[src/rtl/smram_pkg.sv]
package smram_pkg;
    localparam int CFG_W = 4;

    typedef struct packed {
        logic lock;   // bit 3
        logic close;  // bit 2
        logic open;   // bit 1
        logic en;     // bit 0
    } smram_cfg_t;

    typedef enum logic [1:0] {
        RT_NONE = 2'd0,
        RT_DRAM = 2'd1,
        RT_FWD  = 2'd2,
        RT_REJ  = 2'd3
    } route_e;

    typedef enum logic {
        CFG_UNLOCKED = 1'b0,
        CFG_LOCKED   = 1'b1
    } cfg_state_e;
endpackage

[src/rtl/smram_cfg_fsm.sv]
module smram_cfg_fsm
    import smram_pkg::*;
(
    input  logic       clk,
    input  logic       rst_n,
    input  logic       wr_en,
    input  smram_cfg_t wr_data,
    output smram_cfg_t cfg
);
    cfg_state_e state_q, state_d;
    smram_cfg_t cfg_q, cfg_d;

    always_ff @(posedge clk) begin
        if (!rst_n) begin
            state_q <= CFG_UNLOCKED;
            cfg_q   <= '0;
        end else begin
            state_q <= state_d;
            cfg_q   <= cfg_d;
        end
    end

    always_comb begin
        state_d = state_q;
        cfg_d   = cfg_q;
        unique case (state_q)
            CFG_UNLOCKED: begin
                if (wr_en) begin
                    cfg_d = wr_data;
                    if (wr_data.lock) state_d = CFG_LOCKED;
                end
            end
            CFG_LOCKED: begin
                if (wr_en) cfg_d.close = wr_data.close;
            end
            default: state_d = CFG_UNLOCKED;
        endcase
    end

    assign cfg = cfg_q;

    assert_lock_sticky_R3: assert property (@(posedge clk) disable iff (!rst_n)
        (state_q == CFG_LOCKED) |=> (state_q == CFG_LOCKED));

    assert_lock_freeze_R3: assert property (@(posedge clk) disable iff (!rst_n)
        (state_q == CFG_LOCKED) |=> ($stable(cfg_q.en) && $stable(cfg_q.open) && cfg_q.lock));

    assert_lock_matches_state_R3: assert property (@(posedge clk) disable iff (!rst_n)
        cfg_q.lock == (state_q == CFG_LOCKED));
endmodule

[src/rtl/smram_route_dec.sv]
module smram_route_dec
    import smram_pkg::*;
(
    input  smram_cfg_t cfg,
    input  logic       hit,
    input  logic       from_cpu,
    input  logic       smm,
    input  logic       code,
    input  logic       wb,
    output route_e     route,
    output logic       bad
);
    logic code_ok, data_ok, reach;

    always_comb begin
        bad = cfg.en && !cfg.lock && cfg.close && cfg.open;
        if (cfg.lock) begin
            code_ok = smm;
            data_ok = smm && !cfg.close;
        end else begin
            code_ok = smm || cfg.open;
            data_ok = (smm || cfg.open) && !cfg.close;
        end
        reach = code ? code_ok : data_ok;

        if (!hit)                 route = RT_NONE;
        else if (!from_cpu)       route = RT_REJ;
        else if (!cfg.en || bad)  route = RT_FWD;
        else if (wb)              route = RT_DRAM;
        else if (reach)           route = RT_DRAM;
        else                      route = RT_FWD;
    end
endmodule

[src/rtl/smram_gate.sv]
module smram_gate
    import smram_pkg::*;
(
    input  logic             clk,
    input  logic             rst_n,
    input  logic             cfg_wr,
    input  logic [CFG_W-1:0] cfg_wdata,
    output logic [CFG_W-1:0] cfg_rdata,
    input  logic             req_valid,
    input  logic             req_hit,
    input  logic             req_from_cpu,
    input  logic             req_smm,
    input  logic             req_code,
    input  logic             req_wb,
    output logic             dram_sel,
    output logic             fwd_io,
    output logic             reject,
    output logic             cfg_bad
);
    smram_cfg_t cfg;
    route_e     route_d, route_q;
    logic       win_hit;

    assign win_hit = req_valid && req_hit;

    smram_cfg_fsm u_cfg (
        .clk     (clk),
        .rst_n   (rst_n),
        .wr_en   (cfg_wr),
        .wr_data (smram_cfg_t'(cfg_wdata)),
        .cfg     (cfg)
    );

    smram_route_dec u_dec (
        .cfg      (cfg),
        .hit      (win_hit),
        .from_cpu (req_from_cpu),
        .smm      (req_smm),
        .code     (req_code),
        .wb       (req_wb),
        .route    (route_d),
        .bad      (cfg_bad)
    );

    always_ff @(posedge clk) begin
        if (!rst_n) route_q <= RT_NONE;
        else        route_q <= route_d;
    end

    always_comb begin
        dram_sel = 1'b0;
        fwd_io   = 1'b0;
        reject   = 1'b0;
        unique case (route_q)
            RT_NONE: ;
            RT_DRAM: dram_sel = 1'b1;
            RT_FWD:  fwd_io   = 1'b1;
            RT_REJ:  reject   = 1'b1;
            default: ;
        endcase
    end

    assign cfg_rdata = cfg;

    assert_one_result_R11: assert property (@(posedge clk) disable iff (!rst_n)
        win_hit |=> ($countones({dram_sel, fwd_io, reject}) == 1));

    assert_quiet_on_miss_R11: assert property (@(posedge clk) disable iff (!rst_n)
        !win_hit |=> !(dram_sel || fwd_io || reject));

    assert_io_reject_R9: assert property (@(posedge clk) disable iff (!rst_n)
        (win_hit && !req_from_cpu) |=> reject);

    assert_disabled_no_dram_R4: assert property (@(posedge clk) disable iff (!rst_n)
        (win_hit && req_from_cpu && !cfg.en) |=> (fwd_io && !dram_sel));

    assert_bad_no_dram_R7: assert property (@(posedge clk) disable iff (!rst_n)
        (win_hit && req_from_cpu && cfg_bad) |=> !dram_sel);

    assert_wb_dram_R10: assert property (@(posedge clk) disable iff (!rst_n)
        (win_hit && req_from_cpu && req_wb && cfg.en && !cfg_bad) |=> dram_sel);
endmodule

[config.mk]
export PLATFORM = sky130hd
export DESIGN_NAME = smram_gate
export DESIGN_NICKNAME = d
export VERILOG_FILES = /design/src/rtl/smram_pkg.sv /design/src/rtl/smram_cfg_fsm.sv /design/src/rtl/smram_route_dec.sv /design/src/rtl/smram_gate.sv
export SDC_FILE = /design/constraint.sdc
export NUM_CORES = 1
export LEC_CHECK = 0
export BUFFER_PORTS_ARGS = -buffer_cell sky130_fd_sc_hd__buf_2
export CORE_AREA = 2 2 39 41
export DETAILED_ROUTE_END_ITERATION = 10
export DIE_AREA = 0 0 41 43
export PLACE_DENSITY = 0.54
export SLEW_MARGIN = 20
export SYNTH_ARGS = -nofsm -noshare
export SYNTH_HDL_FRONTEND = slang
export SYNTH_SLANG_ARGS = --single-unit
[constraint.sdc]
create_clock -name clk -period 1.36 [get_ports clk]
set_input_delay 0.068 -clock clk [delete_from_list [all_inputs] [get_ports clk]]
set_output_delay 0.068 -clock clk [all_outputs]
set_load 0.01 [all_outputs]
Yosys cells after proc, flatten, opt, wreduce, memory -nomap -nowiden
Cells that the tools add are included.

Eq/ne operators: 5. Mux-type cells: 16. Bitwise operators: 1. Reduce and logical (&&, ||, !) cells: 14.

Operator list (count): 2-to-1 mux 1 bit (10); 2-to-1 mux 2 bit (4); logical AND 1 bit (6); AND reduction 2 bit (3); equality test 2 bit, second input constant (2); inequality test 2 bit, second input constant (2); zero test 1 bit (3); 2-to-1 mux 3 bit (1); equality test 2 x 1 -> 1 bit, second input constant (1); logical OR 1 bit (2); case mux 1 bit (2 select lines) (1); inverter 1 bit (1).

Register bits after elaboration: 7. Output and inout port bits: 8. Logic and storage cells: 42.

Depth between registers and ports, before layout
Depth after elaboration: 8. Depth in mapped cells: 3.

Modules after synthesis
From an unflattened synthesis, not the netlist that was laid out.

Cell total of the unflattened synthesis: 36. Area total of the unflattened synthesis: 347.8 um^2.

By module, submodules not included: smram_cfg_fsm (times used 1, cells each 19, area an instance 193.9 um^2); smram_gate (times used 1, cells each 8, area an instance 81.3 um^2); smram_route_dec (times used 1, cells each 9, area an instance 72.6 um^2).

Worst setup path before layout
OpenSTA, ideal clock, no wires.

Path kind: register -> register. Start point: reg u_cfg.cfg_q (netlist bit u_cfg.cfg[2]). End point: reg route_q[0]. Setup time: 0.121 ns. Arrival time: 0.933 ns. Data required time: 1.239 ns. Path slack: 0.306 ns. Cell stages (with the launch flop): 4. Buffers on the path: 0. Clock period less this slack: 1.054 ns. Cells stage by stage: dfxtp_1 or3b_1 o2111ai_2 a21oi_1.

Cells in the longest elaborated chain, start to end: 8. Elaborated cells on any way between the ends: 12.

RTL lines: from (decl) (line smram_cfg_fsm.sv:11) `smram_cfg_t cfg_q, cfg_d;`; from (signal assigned) (line smram_cfg_fsm.sv:19) `cfg_q <= cfg_d;`; zero test 1 bit (line smram_route_dec.sv:19, smram_route_dec.sv:22); logical AND 1 bit (on tied branches) (line smram_route_dec.sv:22, smram_route_dec.sv:19); 2-to-1 mux 1 bit (line smram_route_dec.sv:17) `if (cfg.lock) begin`; 2-to-1 mux 1 bit (line smram_route_dec.sv:24) `reach = code ? code_ok : data_ok;`; 2-to-1 mux 2 bit (line smram_route_dec.sv:30) `else if (reach) route = RT_DRAM;`; 2-to-1 mux 2 bit (line smram_route_dec.sv:29) `else if (wb) route = RT_DRAM;`; 2-to-1 mux 2 bit (*) (line smram_route_dec.sv:28) `else if (!cfg.en || bad) route = RT_FWD;`; 2-to-1 mux 2 bit (*) (line smram_route_dec.sv:27) `else if (!from_cpu) route = RT_REJ;`; to (signal assigned) (line smram_gate.sv:47) `else route_q <= route_d;`; to (decl) (line smram_gate.sv:21) `route_e route_d, route_q;`.

Every way passes the cells marked *; elsewhere a longest branch is shown, timed or not. A chain may end at the register's enable or synchronous reset.

Worst setup path in the final report
Start point: reg u_cfg.cfg_q (netlist bit u_cfg.cfg[1]). End point: out cfg_bad.

Cells in the longest elaborated chain, start to end: 1.

RTL lines: logical AND 1 bit (line smram_route_dec.sv:16) `bad = cfg.en && !cfg.lock && cfg.close && cfg.open;`; to (decl) (line smram_gate.sv:18) `output logic cfg_bad`.

No other way between the ends.

==> out/qor.yml <==
hold_depth: 3
nets: 70
cts_tree: "yes"
peakVddDrop_uv: 363
start_util_pct: 23.1
combPwrFrac_pct: 14.3
netlist_instances: 31
slew_headroom_pct: 87.6
hold_end: "route_q[0]$_SDFF_PN0_"
drc: 0
hold_viol: 0
syn2layout_area_growth_pct: 48.8
startpoint_type: "register"
vias: 305
die-width_um: 41
synth_seq_area_share_pct: 43.7
core_um2: 1380
grt_pass1_vias: 309
fin_worst_skew_ns: 0.00654
worst-r2r-setup-slack_ns: 0.30
power_frac_seq_pct: 46.7
drive_gt1_share_pct: 46.4
power_density_nw_per_um2: 1020
pwr-share-clk_pct: 39.0
yosys-top-cells-count: "dfxtp_1 (7), nor2b_1 (7), mux2i_1 (4)"
io_pins: 21
syn-cell-area_um2: 320
clk_path_buf_depth: 2
ys_ff_latch: 7
synth_top_flop_cell: "dfxtp_1"
reg2reg_to: "route_q[0]$_SDFF_PN0_"
path_class: "register to output pin"
wl_per_cell_um: 9.10
die_y_um: 43
insertion_delay_ns: 0.25
postSynth.asyncResetShare_pct: 0
clock_tree.root_cell: "clkbuf_4"
avgSynthCellArea_um2: 10.3
hpwl_um: 543
antenna_found_initial: 0
synth_top_area_share_pct: 43.7
power.internal_mw: 0.370
finalCritPeriodShare_pct: 85.3
maxSlewViolCount: 0
arrival_ns: 1.09
synth.distinct_cells: 15
worst_pin_slew_ns: 0.186
maxCapViolations: 0
p_sw_share_pct: 23.8
cts_max_level: 1
diodes: 0
synth_top_area_cell: "dfxtp_1"
postPlaceCellArea_um2: 440
row_count: 14
setup_viol: 0
yosys_warnings: 0
routabilityCongestion: 0.628
routed_wl_um: 655
critPathMaxFanout: 4
via_per_inst: 4.24
post-route-min-period_ns: 1.16
setup_tns_ns: 0
min_path_type: "input port to register"
fin_area_um2: 477
synth_edf_count: 0
clk_pin_slew_ns: 0.06
grt_usage_pct: 9.87
rsz0062_at_grt: "false"
cellLeakagePower_nw: 0.241
hp-start: "req_hit"
grt-ovfl-total: 0
grt_start_max_net_pins: 7
post_cts_buffers: 0
cp.required_ns: 1.29
switching_power_mw: 0.116
outcome: "completed"
fmax_ghz: 0.862
nFillCells: 153
rr_worst_depth: 3
end_kind: "output pin"
portBuffers: 20
grt_pass1_wl_um: 1130
synthTopCellsByArea: "dfxtp_1 (44%), nor2b_1 (14%), mux2i_1 (13%)"
clock_sinks: 7
ant_nets: 0
fp.dieArea_um2: 1760
drtIter0Drc: 1
syn_nets: 44
firstDrtPassIters: 2
r2r_start: "u_cfg.cfg[2]$_SDFFE_PN0P_"
cts_made_buffers: 3
flip-flops by register name, summed over array words and instances (netlist names):
register / flops
route_q: 2
u_cfg.state_q: 1
u_cfg.cfg: 4
power by group through the flow:
stage | registers [mW] | logic, mW | clock network, mW
2_1_floorplan | 0.233 | 0.0324 | 0
3_3_place_gp | 0.231 | 0.0685 | 0
3_5_place_dp | 0.231 | 0.0682 | 0
4_1_cts | 0.227 | 0.0705 | 0.200
5_1_grt | 0.229 | 0.0786 | 0.215
6_report | 0.227 | 0.0696 | 0.189
repair_timing:
item,CTS,global route
hold endpoints to repair,1,0
resized for setup,0,0
hold buffers,1,0
cells in the final DEF (no fill, tap or decap), types with 2 or more instances in the layout:
cell      count
buf_2        20
nor2b_1       7
dfxtp_1       7
mux2i_1       4
clkbuf_4      3
a21oi_1       2
logic make-up (layout without fill, tap and decap cells):
group / count (synthesis) / count (layout) / share of synthesized area, %
muxes: 4 / 4 / 12.5
buffers and inverters: 1 / 26 / 1.17
AOI/OAI and AO/OA: 4 / 4 / 10.9
DFF: 7 / 7 / 43.7
and+or+nand+nor: 15 / 15 / 31.6
metrics by stage:
step	instances	setup WS (ns)	util [%]	power [mW]	hold slack [ns]
after floorplan	31	0.306	-	0.265	0.157
after global placement	67	0.342	31.8	0.300	0.260
after detailed placement	67	0.302	31.8	0.300	0.262
after CTS	72	0.172	34.4	0.498	0.0605
after global routing	72	0.130	34.4	0.522	0.0810
final	72	0.200	34.4	0.485	0.0691
layout make-up:
type / count / area [um2] / share of cell area [%]
timing repair buffer: 21 / 110 / 23.1
multi-input combinational: 23 / 176 / 37.0
sequential: 7 / 140 / 29.4
inverter: 1 / 3.75 / 0.787
tap: 16 / 20.0 / 4.20
clock buffer: 4 / 26.3 / 5.51
routing by layer:
layer	global-route usage [%]	wire length, um
met1	11.0	296
met2	14.4	296
met3	3.14	61
met4	8.00	0
met5	0	0
critical path: stages, from the launching register on:
cell,delay (ns)
dfxtp_1,0.37
nor2b_2,0.18
and3_2,0.18
buf_2,0.12
how the worst max path moves through the flow:
stage | from | slack [ns] | endpoint | depth (start not counted)
final | u_cfg.cfg[1]$_SDFFE_PN0P_ | 0.20 | cfg_bad | 3
after CTS | u_cfg.cfg[1]$_SDFFE_PN0P_ | 0.17 | cfg_bad | 3
after floorplan | u_cfg.cfg[2]$_SDFFE_PN0P_ | 0.31 | route_q[0]$_SDFF_PN0_ | 3
after detailed placement | u_cfg.cfg[2]$_SDFFE_PN0P_ | 0.30 | route_q[0]$_SDFF_PN0_ | 3
after global placement | u_cfg.cfg[2]$_SDFFE_PN0P_ | 0.34 | route_q[0]$_SDFF_PN0_ | 3
after global routing | u_cfg.cfg[1]$_SDFFE_PN0P_ | 0.13 | cfg_bad | 3
Note: power is estimated with default switching activity, not from simulation.
